--- src/rtl/i2cseq_pkg.sv ---
package i2cseq_pkg;

  // command codes toward the bit engine
  localparam logic [2:0] BC_START   = 3'd0;
  localparam logic [2:0] BC_STOP    = 3'd1;
  localparam logic [2:0] BC_WBIT    = 3'd2;
  localparam logic [2:0] BC_RBIT    = 3'd3;
  localparam logic [2:0] BC_RELEASE = 3'd4;

  // engine status
  localparam logic [1:0] BS_OK      = 2'd0;
  localparam logic [1:0] BS_TIMEOUT = 2'd1;

  // transaction result codes
  localparam logic [2:0] RC_OK      = 3'd0;
  localparam logic [2:0] RC_NODEV   = 3'd1;
  localparam logic [2:0] RC_NACK    = 3'd2;
  localparam logic [2:0] RC_TIMEOUT = 3'd3;
  localparam logic [2:0] RC_RETRY   = 3'd4;
  localparam logic [2:0] RC_UNSUP   = 3'd5;

  typedef enum logic [2:0] {
    OP_START, OP_STOP, OP_RELEASE, OP_WBYTE, OP_RBYTE
  } op_e;

  typedef enum logic [1:0] {
    OR_OK, OR_NACK, OR_TIMEOUT, OR_ARB
  } opres_e;

endpackage

--- src/rtl/i2cseq_addr_enc.sv ---
module i2cseq_addr_enc (
  input  logic [9:0] addr,
  input  logic       ten_bit,
  input  logic       rd,
  output logic [7:0] byte1,
  output logic [7:0] byte2
);
  localparam logic [4:0] TEN_PREFIX = 5'b11110;

  always_comb begin
    if (ten_bit) byte1 = {TEN_PREFIX, addr[9:8], rd};
    else         byte1 = {addr[6:0], rd};
    byte2 = addr[7:0];
  end
endmodule

--- src/rtl/i2cseq_op_unit.sv ---
module i2cseq_op_unit
  import i2cseq_pkg::*;
#(
  parameter int BYTE_W = 8
) (
  input  logic              clk,
  input  logic              rst_n,
  input  logic              op_go,
  input  op_e               op_sel,
  input  logic [BYTE_W-1:0] tx_byte,
  input  logic              nack_last,
  input  logic              rx_release,
  output logic              op_idle,
  output logic              op_fin,
  output opres_e            op_res,
  output logic [BYTE_W-1:0] rx_byte,
  output logic              rx_hold,
  output logic              cmd_valid,
  output logic [2:0]        cmd_code,
  output logic              cmd_wbit,
  input  logic              cmd_done,
  input  logic              cmd_rbit,
  input  logic [1:0]        cmd_stat
);
  localparam int CNT_W = $clog2(BYTE_W + 1);
  localparam logic [CNT_W-1:0] ACK_SLOT = CNT_W'(BYTE_W);
  localparam logic [CNT_W-1:0] LAST_DATA = CNT_W'(BYTE_W - 1);

  typedef enum logic [1:0] {U_IDLE, U_ONE, U_BITS, U_HOLD} ust_e;

  ust_e              ust_q, ust_d;
  op_e               op_q, op_d;
  logic [BYTE_W-1:0] shr_q, shr_d;
  logic [CNT_W-1:0]  bit_q, bit_d;
  logic              nack_q, nack_d;
  logic              stat_bad;
  opres_e            stat_res;

  always_comb begin
    stat_bad = cmd_done && (cmd_stat != BS_OK);
    stat_res = (cmd_stat == BS_TIMEOUT) ? OR_TIMEOUT : OR_ARB;
  end

  always_comb begin
    ust_d  = ust_q;
    op_d   = op_q;
    shr_d  = shr_q;
    bit_d  = bit_q;
    nack_d = nack_q;
    op_fin = 1'b0;
    op_res = OR_OK;
    case (ust_q)
      U_IDLE: if (op_go) begin
        op_d   = op_sel;
        bit_d  = '0;
        nack_d = nack_last;
        shr_d  = (op_sel == OP_WBYTE) ? tx_byte : '0;
        ust_d  = (op_sel == OP_WBYTE || op_sel == OP_RBYTE) ? U_BITS : U_ONE;
      end
      U_ONE: if (cmd_done) begin
        op_fin = 1'b1;
        op_res = stat_bad ? stat_res : OR_OK;
        ust_d  = U_IDLE;
      end
      U_BITS: if (cmd_done) begin
        if (stat_bad) begin
          op_fin = 1'b1;
          op_res = stat_res;
          ust_d  = U_IDLE;
        end else if (bit_q == ACK_SLOT) begin
          op_fin = 1'b1;
          op_res = (op_q == OP_WBYTE && cmd_rbit) ? OR_NACK : OR_OK;
          ust_d  = U_IDLE;
        end else begin
          bit_d = bit_q + 1'b1;
          shr_d = {shr_q[BYTE_W-2:0], (op_q == OP_RBYTE) ? cmd_rbit : 1'b0};
          if (op_q == OP_RBYTE && bit_q == LAST_DATA) ust_d = U_HOLD;
        end
      end
      U_HOLD: if (rx_release) ust_d = U_BITS;
      default: ust_d = U_IDLE;
    endcase
  end

  always_ff @(posedge clk or negedge rst_n) begin
    if (!rst_n) begin
      ust_q  <= U_IDLE;
      op_q   <= OP_START;
      shr_q  <= '0;
      bit_q  <= '0;
      nack_q <= 1'b0;
    end else begin
      ust_q  <= ust_d;
      op_q   <= op_d;
      shr_q  <= shr_d;
      bit_q  <= bit_d;
      nack_q <= nack_d;
    end
  end

  always_comb begin
    op_idle   = (ust_q == U_IDLE);
    rx_hold   = (ust_q == U_HOLD);
    rx_byte   = shr_q;
    cmd_valid = (ust_q == U_ONE) || (ust_q == U_BITS);
    cmd_wbit  = 1'b1;
    cmd_code  = BC_RELEASE;
    if (ust_q == U_ONE) begin
      case (op_q)
        OP_START: cmd_code = BC_START;
        OP_STOP:  cmd_code = BC_STOP;
        default:  cmd_code = BC_RELEASE;
      endcase
    end else if (ust_q == U_BITS) begin
      if (bit_q == ACK_SLOT) begin
        cmd_code = (op_q == OP_WBYTE) ? BC_RBIT : BC_WBIT;
        cmd_wbit = (op_q == OP_WBYTE) ? 1'b1 : nack_q;
      end else begin
        cmd_code = (op_q == OP_WBYTE) ? BC_WBIT : BC_RBIT;
        cmd_wbit = (op_q == OP_WBYTE) ? shr_q[BYTE_W-1] : 1'b1;
      end
    end
  end

  // a command holds until the engine completes it
  p_cmd_hold_r11: assert property (@(posedge clk) disable iff (!rst_n)
    cmd_valid && !cmd_done |=> cmd_valid && $stable(cmd_code) && $stable(cmd_wbit));

endmodule

--- src/rtl/i2c_txn_sequencer.sv ---
module i2c_txn_sequencer
  import i2cseq_pkg::*;
#(
  parameter int LEN_W = 8
) (
  input  logic             clk,
  input  logic             rst_n,
  input  logic             req_valid,
  output logic             req_ready,
  input  logic             req_read,
  input  logic [9:0]       req_addr,
  input  logic             req_addr10,
  input  logic [LEN_W-1:0] req_len,
  input  logic             req_no_start,
  input  logic             req_no_stop,
  input  logic             req_reg,
  input  logic             req_reg16,
  input  logic [15:0]      req_reg_ptr,
  input  logic             rec_busy,
  input  logic [7:0]       wr_data,
  input  logic             wr_valid,
  output logic             wr_ready,
  output logic [7:0]       rd_data,
  output logic             rd_valid,
  input  logic             rd_ready,
  output logic             res_valid,
  output logic [2:0]       res_code,
  output logic             bus_cmd_valid,
  output logic [2:0]       bus_cmd,
  output logic             bus_cmd_bit,
  input  logic             bus_cmd_done,
  input  logic             bus_rx_bit,
  input  logic [1:0]       bus_status
);
  localparam logic [LEN_W-1:0] LEN_ONE = LEN_W'(1);

  typedef enum logic [3:0] {
    T_IDLE, T_START, T_ADR1, T_ADR2, T_PTRH, T_PTRL, T_DATA, T_STOP, T_ABORT, T_DONE
  } tst_e;

  // reset: asserted asynchronously, released on a clock edge
  logic [1:0] rst_sync_q;
  logic       rst_n_s;
  always_ff @(posedge clk or negedge rst_n) begin
    if (!rst_n) rst_sync_q <= 2'b00;
    else        rst_sync_q <= {rst_sync_q[0], 1'b1};
  end
  assign rst_n_s = rst_sync_q[1];

  tst_e             st_q, st_d;
  logic             rd_q, rd_d, ten_q, ten_d, nostop_q, nostop_d;
  logic             reg_q, reg_d, reg16_q, reg16_d, pass2_q, pass2_d;
  logic [9:0]       addr_q, addr_d;
  logic [15:0]      ptr_q, ptr_d;
  logic [LEN_W-1:0] cnt_q, cnt_d;
  logic [2:0]       code_q, code_d;

  logic       op_go, op_idle, op_fin, nack_last;
  op_e        op_sel;
  opres_e     op_res;
  logic [7:0] tx_byte, adr_b1, adr_b2;
  tst_e       after_addr;
  logic       addr_rd;

  function automatic logic [2:0] map_res(opres_e r, logic at_addr);
    case (r)
      OR_NACK:    return at_addr ? RC_NODEV : RC_NACK;
      OR_TIMEOUT: return RC_TIMEOUT;
      OR_ARB:     return RC_RETRY;
      default:    return RC_OK;
    endcase
  endfunction

  assign addr_rd = reg_q ? pass2_q : rd_q;

  i2cseq_addr_enc u_addr (
    .addr(addr_q), .ten_bit(ten_q), .rd(addr_rd), .byte1(adr_b1), .byte2(adr_b2)
  );

  always_comb begin
    if (reg_q && !pass2_q) after_addr = reg16_q ? T_PTRH : T_PTRL;
    else                   after_addr = T_DATA;
  end

  always_comb begin
    st_d = st_q;  rd_d = rd_q;  ten_d = ten_q;  nostop_d = nostop_q;
    reg_d = reg_q;  reg16_d = reg16_q;  pass2_d = pass2_q;
    addr_d = addr_q;  ptr_d = ptr_q;  cnt_d = cnt_q;  code_d = code_q;
    op_go = 1'b0;  op_sel = OP_START;  tx_byte = 8'h00;  nack_last = 1'b0;
    wr_ready = 1'b0;  res_valid = 1'b0;  res_code = code_q;
    req_ready = (st_q == T_IDLE) && !rec_busy;
    case (st_q)
      T_IDLE: if (req_valid && req_ready) begin
        rd_d = req_read;  ten_d = req_addr10;  nostop_d = req_no_stop;
        reg_d = req_reg;  reg16_d = req_reg16;  pass2_d = 1'b0;
        addr_d = req_addr;  ptr_d = req_reg_ptr;  cnt_d = req_len;  code_d = RC_OK;
        if (req_reg && (req_no_start || req_no_stop)) begin
          code_d = RC_UNSUP;
          st_d   = T_DONE;
        end else if (!req_reg && req_no_start) st_d = T_DATA;
        else                                   st_d = T_START;
      end
      T_START: begin
        op_go = op_idle;  op_sel = OP_START;
        if (op_fin) begin
          if (op_res != OR_OK) begin code_d = map_res(op_res, 1'b0); st_d = T_ABORT; end
          else st_d = T_ADR1;
        end
      end
      T_ADR1, T_ADR2: begin
        op_go = op_idle;  op_sel = OP_WBYTE;
        tx_byte = (st_q == T_ADR1) ? adr_b1 : adr_b2;
        if (op_fin) begin
          if (op_res != OR_OK) begin code_d = map_res(op_res, 1'b1); st_d = T_ABORT; end
          else if (st_q == T_ADR1 && ten_q) st_d = T_ADR2;
          else st_d = after_addr;
        end
      end
      T_PTRH, T_PTRL: begin
        op_go = op_idle;  op_sel = OP_WBYTE;
        tx_byte = (st_q == T_PTRH) ? ptr_q[15:8] : ptr_q[7:0];
        if (op_fin) begin
          if (op_res != OR_OK) begin code_d = map_res(op_res, 1'b0); st_d = T_ABORT; end
          else if (st_q == T_PTRH) st_d = T_PTRL;
          else if (rd_q) begin pass2_d = 1'b1; st_d = T_START; end
          else st_d = T_DATA;
        end
      end
      T_DATA: begin
        if (cnt_q == '0) st_d = nostop_q ? T_DONE : T_STOP;
        else begin
          op_sel    = rd_q ? OP_RBYTE : OP_WBYTE;
          tx_byte   = wr_data;
          nack_last = (cnt_q == LEN_ONE);
          op_go     = op_idle && (rd_q || wr_valid);
          wr_ready  = op_go && !rd_q;
          if (op_fin) begin
            if (op_res != OR_OK) begin code_d = map_res(op_res, 1'b0); st_d = T_ABORT; end
            else cnt_d = cnt_q - LEN_ONE;
          end
        end
      end
      T_STOP: begin
        op_go = op_idle;  op_sel = OP_STOP;
        if (op_fin) begin code_d = map_res(op_res, 1'b0); st_d = T_DONE; end
      end
      T_ABORT: begin
        op_go = op_idle;  op_sel = OP_RELEASE;
        if (op_fin) st_d = T_DONE;
      end
      T_DONE: begin
        res_valid = 1'b1;
        st_d      = T_IDLE;
      end
      default: st_d = T_IDLE;
    endcase
  end

  always_ff @(posedge clk or negedge rst_n_s) begin
    if (!rst_n_s) begin
      st_q <= T_IDLE;  rd_q <= 1'b0;  ten_q <= 1'b0;  nostop_q <= 1'b0;
      reg_q <= 1'b0;  reg16_q <= 1'b0;  pass2_q <= 1'b0;
      addr_q <= '0;  ptr_q <= '0;  cnt_q <= '0;  code_q <= RC_OK;
    end else begin
      st_q <= st_d;  rd_q <= rd_d;  ten_q <= ten_d;  nostop_q <= nostop_d;
      reg_q <= reg_d;  reg16_q <= reg16_d;  pass2_q <= pass2_d;
      addr_q <= addr_d;  ptr_q <= ptr_d;  cnt_q <= cnt_d;  code_q <= code_d;
    end
  end

  i2cseq_op_unit #(.BYTE_W(8)) u_op (
    .clk(clk), .rst_n(rst_n_s),
    .op_go(op_go), .op_sel(op_sel), .tx_byte(tx_byte), .nack_last(nack_last),
    .rx_release(rd_ready), .op_idle(op_idle), .op_fin(op_fin), .op_res(op_res),
    .rx_byte(rd_data), .rx_hold(rd_valid),
    .cmd_valid(bus_cmd_valid), .cmd_code(bus_cmd), .cmd_wbit(bus_cmd_bit),
    .cmd_done(bus_cmd_done), .cmd_rbit(bus_rx_bit), .cmd_stat(bus_status)
  );

  // no second request is taken right after one
  p_busy_after_accept_r10: assert property (@(posedge clk) disable iff (!rst_n_s)
    req_valid && req_ready |=> !req_ready);

  // result is a single-cycle pulse
  p_res_single_r11: assert property (@(posedge clk) disable iff (!rst_n_s)
    res_valid |=> !res_valid);

  // a waiting received byte stays put
  p_rd_hold_r5: assert property (@(posedge clk) disable iff (!rst_n_s)
    rd_valid && !rd_ready |=> rd_valid && $stable(rd_data));

  // abort path only releases the lines
  p_abort_release_r6: assert property (@(posedge clk) disable iff (!rst_n_s)
    (st_q == T_ABORT) && bus_cmd_valid |-> bus_cmd == BC_RELEASE);

  // rejected register request stays off the bus
  p_unsup_quiet_r8: assert property (@(posedge clk) disable iff (!rst_n_s)
    (st_q == T_DONE) && (code_q == RC_UNSUP) |-> !bus_cmd_valid);

endmodule

--- config.mk ---
export PLATFORM = sky130hd
export DESIGN_NAME = i2c_txn_sequencer
export DESIGN_NICKNAME = d
export VERILOG_FILES = /design/src/rtl/i2cseq_pkg.sv /design/src/rtl/i2cseq_addr_enc.sv /design/src/rtl/i2cseq_op_unit.sv /design/src/rtl/i2c_txn_sequencer.sv
export SDC_FILE = /design/constraint.sdc
export NUM_CORES = 1
export LEC_CHECK = 0
export ABC_CLOCK_PERIOD_IN_PS = 2800
export CORE_ASPECT_RATIO = 1.25
export CORE_MARGIN = 10
export CORE_UTILIZATION = 45
export CTS_BUF_LIST = sky130_fd_sc_hd__clkbuf_4 sky130_fd_sc_hd__clkbuf_8
export DETAILED_ROUTE_END_ITERATION = 8
export GPL_ROUTABILITY_DRIVEN = 0
export PLACE_DENSITY = 0.7
export SETUP_SLACK_MARGIN = 0.3
export SLEW_MARGIN = 20
export SYNTH_ARGS = -nofsm -noshare
export SYNTH_HDL_FRONTEND = slang
export SYNTH_SLANG_ARGS = --single-unit
--- constraint.sdc ---
create_clock -name clk -period 2.8 [get_ports clk]
set_input_delay 0.7 -clock clk [delete_from_list [all_inputs] [get_ports clk]]
set_output_delay 0.7 -clock clk [all_outputs]
set_load 0.02 [all_outputs]
==> flow_summary.ini <==
[run_status]
status = finished, final reports clean

[route]
drt_pass1_iterations = 5
drc = 0
wl_met1_um = 5170
first_iter_violations = 170
met2_wirelength_um = 6380
num_vias = 3831
drt-total-wl_um = 12300
drt-wirelength-per-cell_um = 18.3
highest_layer = met4
viasPerCell = 5.68
ant_nets = 0
wl_met3_um = 507

[global_routing]
grt_pass1_wl_um = 19900
grt.total_usage_pct = 18.0
antenna_found_initial = 0
overflow = 0
grt_pass1_vias = 3917
grt_max_degree = 33

[worst_setup_path]
worstRegToRegCells = 12
r2r-start = u_op.ust_q[0]
startpoint_type = register
critPathLaunch = u_op.ust_q[0]
required_ps = 3040
r2r-end = st_q[1]
path_class = register to register
cp_slowest_cell = dfrtp_2
path_cells = inv_4 -> ha_4 -> nand2_2 -> o41ai_2 -> and2_1 -> inv_2 -> ha_4 -> and3b_2 -> o31ai_4 -> and2_4 -> a211oi_4 -> mux2_4
arrival_ps = 2910
cpPeakStageDelay_ps = 440
r2r_setup_slack_ps = 130
crit_top_cell = ha_4
worstSetupEndpoint = st_q[1]
crit_fanout = 6
end_kind = register

[timing]
layout_min_cycle_time_ps = 2670
period_share_pct = 95.3
rsz0062_at_grt = true
setup-tns-final_ps = 0
final_hold_viol_count = 0
worstMarginPinSlew_ps = 547
skew_ps = 6.21
setup_viol = 0
drv_slew = 0
slew_headroom_pct = 63.5
fmax_ghz = 0.375

[synth]
syn_nets = 500
synthArstFlopShare_pct = 100
synthesis.area_mm2 = 0.00421
synth.area.top_cells = dfrtp_1, mux2_2, o21ai_0
synth-seq-cells = 67
synth_edf_count = 0
synth_cells = 431
synth_ff_type = dfrtp_1
synth.most_common_cell = dfrtp_1
yosys_warnings = 0
synth_top_area_share_pct = 39.8
ys_types = 68
yosys-top-cells-count = dfrtp_1, mux2_2, nand2_1, o21ai_0, nor2_1
synth.avg_cell_area_um2 = 9.77
ys_seq_area_share_pct = 39.8
yosysTopAreaCell = dfrtp_1

[cts]
hold_buffers = 0
clkTransAtPathRegs_ps = 80
cts.sinks = 67
cts.path.max_buffers = 2
clock_latency_ps = 350
cts_root_buffer = clkbuf_8
cts_inserted_buffers = 9
cts_tree = built
h-tree-depth = 3

[cells_and_area]
antennaDiodeCount = 0
area_growth_pct = 36.9
finalNonFillerCells = 674
layout-drive-gt1-share_pct = 27.4
register_area_mm2 = 0.00168
fill_cells = 777
multi_input_area_mm2 = 0.00249
final_nets = 615

[hold_path]
hold_class = register to asynchronous set/reset pin

[floorplan]
initial_core_util_pct = 46.2
io_pins = 78
core_area_mm2 = 0.00913
die_x_um = 107
std_cell_rows = 39
dieHeight_um = 128
dieArea_mm2 = 0.0137

[placed_design]
placedCellCount = 643
place.detailed.hpwl_um = 8940
io_buffer_count = 77

[job]
drv_cap = 0

[power_and_ir_drop]
power_density_mw_per_mm2 = 1060
power_mw = 6.11
p_leak_nw = 2.41
vdd_drop_max_mv = 0.487
-- routing by layer --
metal	vias up	GRT usage (%)
li1	1819	-
met1	1878	20.8
met2	110	31.7
met3	24	3.17
met4	0	7.50
met5	-	0
-- final cells by class --
class	count	area share (%)
Clock inverter	7	1.74
Timing Repair Buffer	128	19.8
Multi-Input combinational cell	320	43.1
Inverter	20	1.35
Clock buffer	9	2.15
Sequential cell	67	29.1
Tap cell	123	2.67
-- stage by stage --
stage | util, % | area [um2] | hold slack (ps) | setup WS [ps]
floorplan | - | 4250 | 331 | 102
finish | 63.2 | 5770 | 258 | 131
global route | 63.2 | 5770 | 300 | 18.1
detailed placement | 58.4 | 5330 | 272 | -431
CTS | 62.7 | 5720 | 273 | 91.8
global placement | 58.4 | 5330 | 271 | -357
-- layout by cell type, fill, tap and decap left out, types with 3 or more instances in the layout --
cell             synthesis  layout
a21boi_0                 3       3
a21oi_1                 19      18
a221o_1                  4       4
a221oi_1                 6       6
a22oi_1                  5       5
a2bb2oi_1                5       5
and2_1                  15      15
buf_4                    0      53
clkbuf_8                 0       9
clkdlybuf4s50_1          0      66
dfrtp_1                 67      64
dfrtp_2                  0       3
dlygate4sd2_1            0       4
ha_1                    11       6
ha_4                     0       4
inv_1                   20      16
inv_2                    0       3
mux2_2                  43      40
mux2_4                   1       4
mux2i_1                 11      11
nand2_1                 29      28
nand2b_1                 7       6
nand3_1                 10       9
nor2_1                  23      23
nor2b_1                 10       9
nor3_1                   5       4
nor3b_1                  6       6
nor4_1                   3       3
o211ai_1                 3       3
o21a_1                   3       3
o21ai_0                 29      27
o22ai_1                 10       9
o311ai_0                 3       3
o31ai_1                  8       7
or3_1                    5       4
-- worst max-delay path: cells and delay by family (launching register included) --
family	cells	cell delay, ps
fa+ha+maj	2	310
mux	1	330
compound gates	3	620
buf+inv	2	140
simple gates	4	720
flops	1	440
-- worst min-delay path by stage --
stage / cells past startpoint / to / slack [ps] / from
after floorplan: 0 / rst_sync_q[1] / 330 / rst_sync_q[0]
after global placement: 0 / cnt_q[0] / 270 / rst_sync_q[1]
after detailed placement: 0 / cnt_q[3] / 270 / rst_sync_q[1]
after CTS: 0 / cnt_q[0] / 270 / rst_sync_q[1]
after global routing: 0 / cnt_q[0] / 300 / rst_sync_q[1]
final: 0 / cnt_q[0] / 260 / rst_sync_q[1]
-- cell families (layout without fill, tap and decap cells) --
group                    Yosys count  after routing  synth area share, %
adder cells (fa/ha/maj)           11             11                 3.27
other                              1              1               0.0890
XOR/XNOR                           1              1                0.208
AO/OA/AOI/OAI                    119            119                 20.3
flip-flops                        67             67                 39.8
multiplexers                      55             55                 14.5
buffers and inverters             44            164                 4.22
AND/OR/NAND/NOR                  133            133                 17.6
-- power by group --
group | internal, mW | switching [mW] | leakage (nW)
Clock | 0.509 | 0.413 | 0.108
Combinational | 1.70 | 1.71 | 1.47
Sequential | 1.39 | 0.381 | 0.830
-- sequential cells by signal, summed over array words and instances (netlist names), 3 cells and up --
signal / flops
addr_q: 10
st_q: 4
u_op.bit_q: 4
u_op.op_q: 3
u_op.rx_byte: 8
ptr_q: 16
cnt_q: 8
res_code: 3
-- repair_timing --
| item | 4_1_cts | 5_1_grt |
|---|---|---|
| endpoints found under the setup margin | 19 | 29 |
| gates cloned | 0 | 0 |
| pin swaps | 11 | 4 |
| resized for setup | 51 | 9 |
| buffers inserted | 12 | 3 |
Note: power is estimated with default switching activity, not from simulation.
